File: src/rtl/perm_pkg.sv
package perm_pkg;
  typedef enum logic [1:0] {
    ACC_READ  = 2'b00,
    ACC_WRITE = 2'b01,
    ACC_FETCH = 2'b10,
    ACC_RSVD  = 2'b11
  } acc_e;

  typedef struct packed {
    logic wr;
    logic usr;
    logic nx;
  } leaf_t;

  typedef struct packed {
    logic g_fault;
    logic n_fault;
    logic wr;
    logic x;
    logic usr;
    logic glb;
  } result_t;
endpackage

File: src/rtl/guest_check.sv
module guest_check #(
  parameter int CPL_W    = 2,
  parameter int USER_CPL = 3
) (
  input  perm_pkg::leaf_t  leaf,
  input  logic             nxe,
  input  logic             wp,
  input  logic [CPL_W-1:0] cpl,
  input  perm_pkg::acc_e   acc,
  output logic             fault,
  output logic             exec_ok
);
  import perm_pkg::*;
  localparam logic [CPL_W-1:0] UCPL = CPL_W'(USER_CPL);

  logic is_user, wr_bad, usr_bad, fx_bad;

  always_comb begin
    is_user = (cpl == UCPL);
    exec_ok = !(nxe && leaf.nx);
    // read-only guest page: user level always faults, supervisor only with wp
    wr_bad  = (acc == ACC_WRITE) && !leaf.wr && (is_user || wp);
    usr_bad = is_user && !leaf.usr;
    fx_bad  = (acc == ACC_FETCH) && !exec_ok;
    fault   = wr_bad || usr_bad || fx_bad;
  end
endmodule

File: src/rtl/nested_check.sv
module nested_check (
  input  perm_pkg::leaf_t leaf,
  input  logic            nxe,
  input  perm_pkg::acc_e  acc,
  output logic            fault,
  output logic            exec_ok
);
  import perm_pkg::*;
  logic wr_bad, fx_bad;

  always_comb begin
    exec_ok = !(nxe && leaf.nx);
    // every guest access is a user access at this level
    wr_bad  = (acc == ACC_WRITE) && !leaf.wr;
    fx_bad  = (acc == ACC_FETCH) && !exec_ok;
    fault   = !leaf.usr || wr_bad || fx_bad;
  end
endmodule

File: src/rtl/attr_merge.sv
module attr_merge (
  input  perm_pkg::leaf_t   g_leaf,
  input  perm_pkg::leaf_t   n_leaf,
  input  logic              g_glb,
  input  logic              g_fault_in,
  input  logic              n_fault_in,
  input  logic              g_exec_ok,
  input  logic              n_exec_ok,
  output perm_pkg::result_t res
);
  always_comb begin
    res.g_fault = g_fault_in;
    res.n_fault = n_fault_in && !g_fault_in;
    res.wr      = g_leaf.wr && n_leaf.wr;
    res.x       = g_exec_ok && n_exec_ok;
    res.usr     = g_leaf.usr;
    res.glb     = g_glb;
  end
endmodule

File: src/rtl/perm_combiner.sv
module perm_combiner #(
  parameter int CPL_W    = 2,
  parameter int USER_CPL = 3
) (
  input  logic             clk,
  input  logic             rst,
  input  logic             req_valid,
  input  logic             g_wr,
  input  logic             g_usr,
  input  logic             g_nx,
  input  logic             g_glb,
  input  logic             n_wr,
  input  logic             n_usr,
  input  logic             n_nx,
  input  logic             g_nxe,
  input  logic             h_nxe,
  input  logic             g_wp,
  input  logic [CPL_W-1:0] cpl,
  input  logic [1:0]       acc,
  output logic             out_valid,
  output logic             g_fault,
  output logic             n_fault,
  output logic             eff_wr,
  output logic             eff_x,
  output logic             eff_usr,
  output logic             eff_glb
);
  import perm_pkg::*;

  leaf_t   g_leaf, n_leaf;
  acc_e    acc_t;
  logic    gf, nf, gx, nx_ok;
  result_t res, res_q;

  assign g_leaf = '{wr: g_wr, usr: g_usr, nx: g_nx};
  assign n_leaf = '{wr: n_wr, usr: n_usr, nx: n_nx};
  assign acc_t  = acc_e'(acc);

  guest_check #(.CPL_W(CPL_W), .USER_CPL(USER_CPL)) u_gchk (
    .leaf(g_leaf), .nxe(g_nxe), .wp(g_wp), .cpl(cpl), .acc(acc_t),
    .fault(gf), .exec_ok(gx)
  );

  nested_check u_nchk (
    .leaf(n_leaf), .nxe(h_nxe), .acc(acc_t),
    .fault(nf), .exec_ok(nx_ok)
  );

  attr_merge u_merge (
    .g_leaf(g_leaf), .n_leaf(n_leaf), .g_glb(g_glb),
    .g_fault_in(gf), .n_fault_in(nf),
    .g_exec_ok(gx), .n_exec_ok(nx_ok), .res(res)
  );

  always_ff @(posedge clk) begin
    if (rst) begin
      out_valid <= 1'b0;
      res_q     <= '0;
    end else begin
      out_valid <= req_valid;
      if (req_valid) res_q <= res;
    end
  end

  assign g_fault = res_q.g_fault;
  assign n_fault = res_q.n_fault;
  assign eff_wr  = res_q.wr;
  assign eff_x   = res_q.x;
  assign eff_usr = res_q.usr;
  assign eff_glb = res_q.glb;
endmodule

File: config.mk
export PLATFORM = sky130hd
export DESIGN_NAME = perm_combiner
export DESIGN_NICKNAME = d
export VERILOG_FILES = /design/src/rtl/perm_pkg.sv /design/src/rtl/guest_check.sv /design/src/rtl/nested_check.sv /design/src/rtl/attr_merge.sv /design/src/rtl/perm_combiner.sv
export SDC_FILE = /design/constraint.sdc
export NUM_CORES = 1
export LEC_CHECK = 0
export BUFFER_PORTS_ARGS = -buffer_cell sky130_fd_sc_hd__buf_2
export CAP_MARGIN = 0
export CORE_AREA = 2 2 39 41
export CTS_BUF_LIST = sky130_fd_sc_hd__clkbuf_8
export CTS_CLUSTER_SIZE = 16
export DETAILED_ROUTE_END_ITERATION = 10
export DIE_AREA = 0 0 41 43
export SYNTH_ARGS = -nofsm -noshare
export SYNTH_HDL_FRONTEND = slang
export SYNTH_HIERARCHICAL = 1
export SYNTH_SLANG_ARGS = --single-unit
File: constraint.sdc
create_clock -name clk -period 1.1 [get_ports clk]
set_input_delay 0.165 -clock clk [delete_from_list [all_inputs] [get_ports clk]]
set_output_delay 0.165 -clock clk [all_outputs]
set_load 0.1 [all_outputs]
# Word level (Yosys, flattened, before mapping)
# Index checks and enable logic that the tools add are counted.
# totals
word_cells	33
register_bits	7
# classes
reduce_logical	23
eq_ne	3
# ops
op	n
$logic_and A1 B1 Y1	11
$logic_not A1 Y1	7
$logic_or A1 B1 Y1	5
$eq A2 B2 Y1 const B	2
$eq A2 B1 Y1 const B	1

# Longest topological paths before layout
# logic_depth
word_depth	7
ltp_mapped	5

# Cells and area by module
# Netlist, hierarchy kept.
# modules_own_cells
mod	cells_each	area_each_um2	n_inst	seq_area_each_um2
perm_combiner	21	240.2	1	140.1
attr_merge	6	48.8	1	0.0
guest_check	6	46.3	1	0.0
nested_check	4	32.5	1	0.0

# Worst setup path after synthesis
# No wires, ideal clock.
# synth_timing
path_kind	register to register
startpoint	reg eff_glb (netlist name)
endpoint	reg res_q (netlist bit eff_glb)
required_ns	1.033
slack_ns	-0.140
n_path_buf	0
path_stages_with_launch	3
arrival_time_ns	1.173
cell_sequence	dfxtp_1 > mux2i_1 > nor2_1
# synth_rtl
item	line_no	rtl
end signal, assigned	perm_combiner.sv:61	if (req_valid) res_q <= res;
end, declared	perm_combiner.sv:33	result_t res, res_q;

==> results.sh <==
export IMPL_tightest_slew_ns=0.209
export IMPL_pin_count=24
export IMPL_synth_top_cell_area_share=0.381
export IMPL_synth_warnings=6
export IMPL_drive_above_1_share=0.597
export IMPL_grt_antenna_before_repair=0
export IMPL_power_leakage_nw=0.308
export IMPL_rsz0062_at_grt="no"
export IMPL_critPathArrivalTime_ns=1.10
export IMPL_start_util=0.266
export IMPL_synth_cell_types=16
export IMPL_clk_pin_slew_ns=0.04
export IMPL_first_pass_iters=2
export IMPL_synthToLayoutAreaGrowth_pct=74.5
export IMPL_power_w=0.000900
export IMPL_clockBufferDepth=2
export IMPL_gp_congestion=0.698
export IMPL_final_antenna_net_count=0
export IMPL_synthXorXnorAreaFrac=0
export IMPL_fmax_mhz=1020
export IMPL_clkLatencyLatePin_ns=0.22
export IMPL_worstPathRequired_ns=1.22
export IMPL_synth_top_area_cell="dfxtp_1"
export IMPL_setup_viol=0
export IMPL_placed_area_um2=597
export IMPL_synthCells=37
export IMPL_synth_compound_area_share=0.0918
export IMPL_fp_dieW_um=41
export IMPL_first_global_vias=334
export IMPL_cts_resized=0
export IMPL_synthSimpleGateAreaFrac=0.262
export IMPL_maxCapViolations=0
export IMPL_nets=80
export IMPL_intPower_w=0.000624
export IMPL_swShare=0.306
export IMPL_endpoint_kind="flop"
export IMPL_drc=0
export IMPL_synth_area_leaders="dfxtp_1, mux2i_1, buf_4, nor2_1, nand4b_1"
export IMPL_min_period_over_period=0.893
export IMPL_rows=14
export IMPL_combPwrFrac=0.294
export IMPL_vias_per_cell=4.35
export IMPL_p_clk_frac=0.385
export IMPL_numCtsBuffers=3
export IMPL_port_buffers=23
export IMPL_dp_cells=74
export IMPL_outcome="finished clean"
export IMPL_setup_tns_ns=0
export IMPL_finalMaxSlewViolations=0
export IMPL_seq_power_share=0.320
export IMPL_postCtsSetupBuffers=0
export IMPL_period_minus_slack_ns=0.982
export IMPL_synth_nets=54
export IMPL_synthMuxAreaShare=0.163
export IMPL_path_class="primary input to flop"
export IMPL_finalHoldViolCount=0
export IMPL_cts_max_level=1
export IMPL_n_antenna_cell=0
export IMPL_finClkSkew_ns=0
export IMPL_vias=339
export IMPL_wl_per_cell_um=9.85
export IMPL_gr_total_overflow=0
export IMPL_wl_um=768
export IMPL_ys_ff_latch=7
export IMPL_syn_avg_cell_area_um2=9.94
export IMPL_worstSetupStartpointType="primary input"
export IMPL_yosysSeqAreaShare=0.381
export IMPL_synthAdderAreaFrac=0
export IMPL_syn_area_um2=368
export IMPL_critical_path_max_fanout=2
export IMPL_cts_hold_buf=0
export IMPL_hpwl_um=656
export IMPL_synth_top_family_by_area="simple AND/OR/NAND/NOR gates"
export IMPL_powerDensity_nw_per_um2=1400
export IMPL_cts_tree="done"
export IMPL_grtUsageTotal=0.112
export IMPL_drt_iter0_markers=6
export IMPL_dieArea_um2=1760
export IMPL_grt_pass1_wl_um=1300
export IMPL_vdd_drop_max_mv=1.09
export IMPL_relSlewSlack=0.860
export IMPL_grt_max_degree=8
export IMPL_die_height_um=43
export IMPL_root_buffer="clkbuf_8"
export IMPL_switchingPower_w=0.000275
export IMPL_fin_cells=78
export IMPL_hold_class="primary input to flop"
export IMPL_cts_sinks=7
export IMPL_finalInstanceArea_um2=642
export IMPL_coreArea_um2=1380
## synthesized netlist by cell type
cell	instances
buf_6	1
a21oi_1	1
o311ai_2	1
nor2b_4	1
buf_4	3
nor2_1	6
nand4b_1	2
nor2b_1	1
and2_1	2
mux2i_1	6
or3b_1	1
o211ai_2	1
dfxtp_1	7
inv_1	1
nand2_1	2
nand3b_1	1
## layout by cell type, fill, tap and decap left out
cell type  instances
a21oi_1            1
dfxtp_2            6
clkbuf_8           3
o311ai_2           1
inv_1              2
buf_2             16
nand4b_1           2
and2_1             2
nor2_1             6
dfxtp_1            1
buf_4              2
buf_12             7
nand2_1            2
nor2b_1            1
mux2i_1            6
nor2b_4            1
o211ai_2           1
nand3b_1           1
or3b_1             1
## per-stage QoR
step           setup WS [ns]   util  hold WS, ns
2_1_floorplan         0.0104      -        0.230
3_3_place_gp         -0.0967  0.431        0.406
3_5_place_dp          -0.127  0.431        0.419
4_1_cts                0.115  0.464        0.177
5_1_grt               0.0340  0.464        0.192
6_report               0.118  0.464        0.180
## routing by layer
| metal | GRT usage | share of wire | up-vias |
|---|---|---|---|
| met2 | 0.138 | 0.46 | 18 |
| met4 | 0.0400 | 0.012 | 0 |
| li1 | - | - | 173 |
| met5 | 0 | 0 | - |
| met1 | 0.151 | 0.42 | 145 |
| met3 | 0.0785 | 0.10 | 3 |
## sequential cells by signal (all words and copies together) (netlist names)
name and count:
g_fault 1, n_fault 1, eff_wr 1, eff_glb 1, eff_x 1, eff_usr 1, out_valid 1
## path summary, 6_finish.rpt
check,endpoint,slack (ns),depth (start not counted),startpoint
worst max-delay path,n_fault,0.12,6,acc[1]
worst min-delay path,eff_usr,0.18,2,rst
worst max register to register,eff_usr,0.48,2,eff_usr
worst min register to register,eff_wr,0.52,2,eff_wr
## power groups by stage
stage	registers [W]	logic, W	clock network (W)
2_1_floorplan	0.000391	0.0000624	0
3_3_place_gp	0.000292	0.000265	0
3_5_place_dp	0.000292	0.000267	0
4_1_cts	0.000289	0.000267	0.000362
5_1_grt	0.000289	0.000280	0.000371
6_report	0.000288	0.000265	0.000347
## cell type report
cell class | count | area (µm²)
clock inverter | 1 | 3.75
inverter | 1 | 3.75
clock buffer | 3 | 41.3
multi-input combinational | 25 | 190
tap | 16 | 20.0
timing repair buffer | 25 | 235
sequential | 7 | 148
fill | 139 | 742
## critical path: stages
cell and delay, ns:
buf_2 0.10, or3b_1 0.38, o211ai_2 0.21, nor2b_4 0.05, mux2i_1 0.14, nor2_1 0.05
## cell families (layout without fill, tap and decap cells)
kind of cell	after synthesis	in the layout
muxes	6	6
buffers and inverters	5	30
DFF	7	7
AOI/OAI and AO/OA	3	3
and+or+nand+nor	16	16
Note: power is estimated with default switching activity, not from simulation.
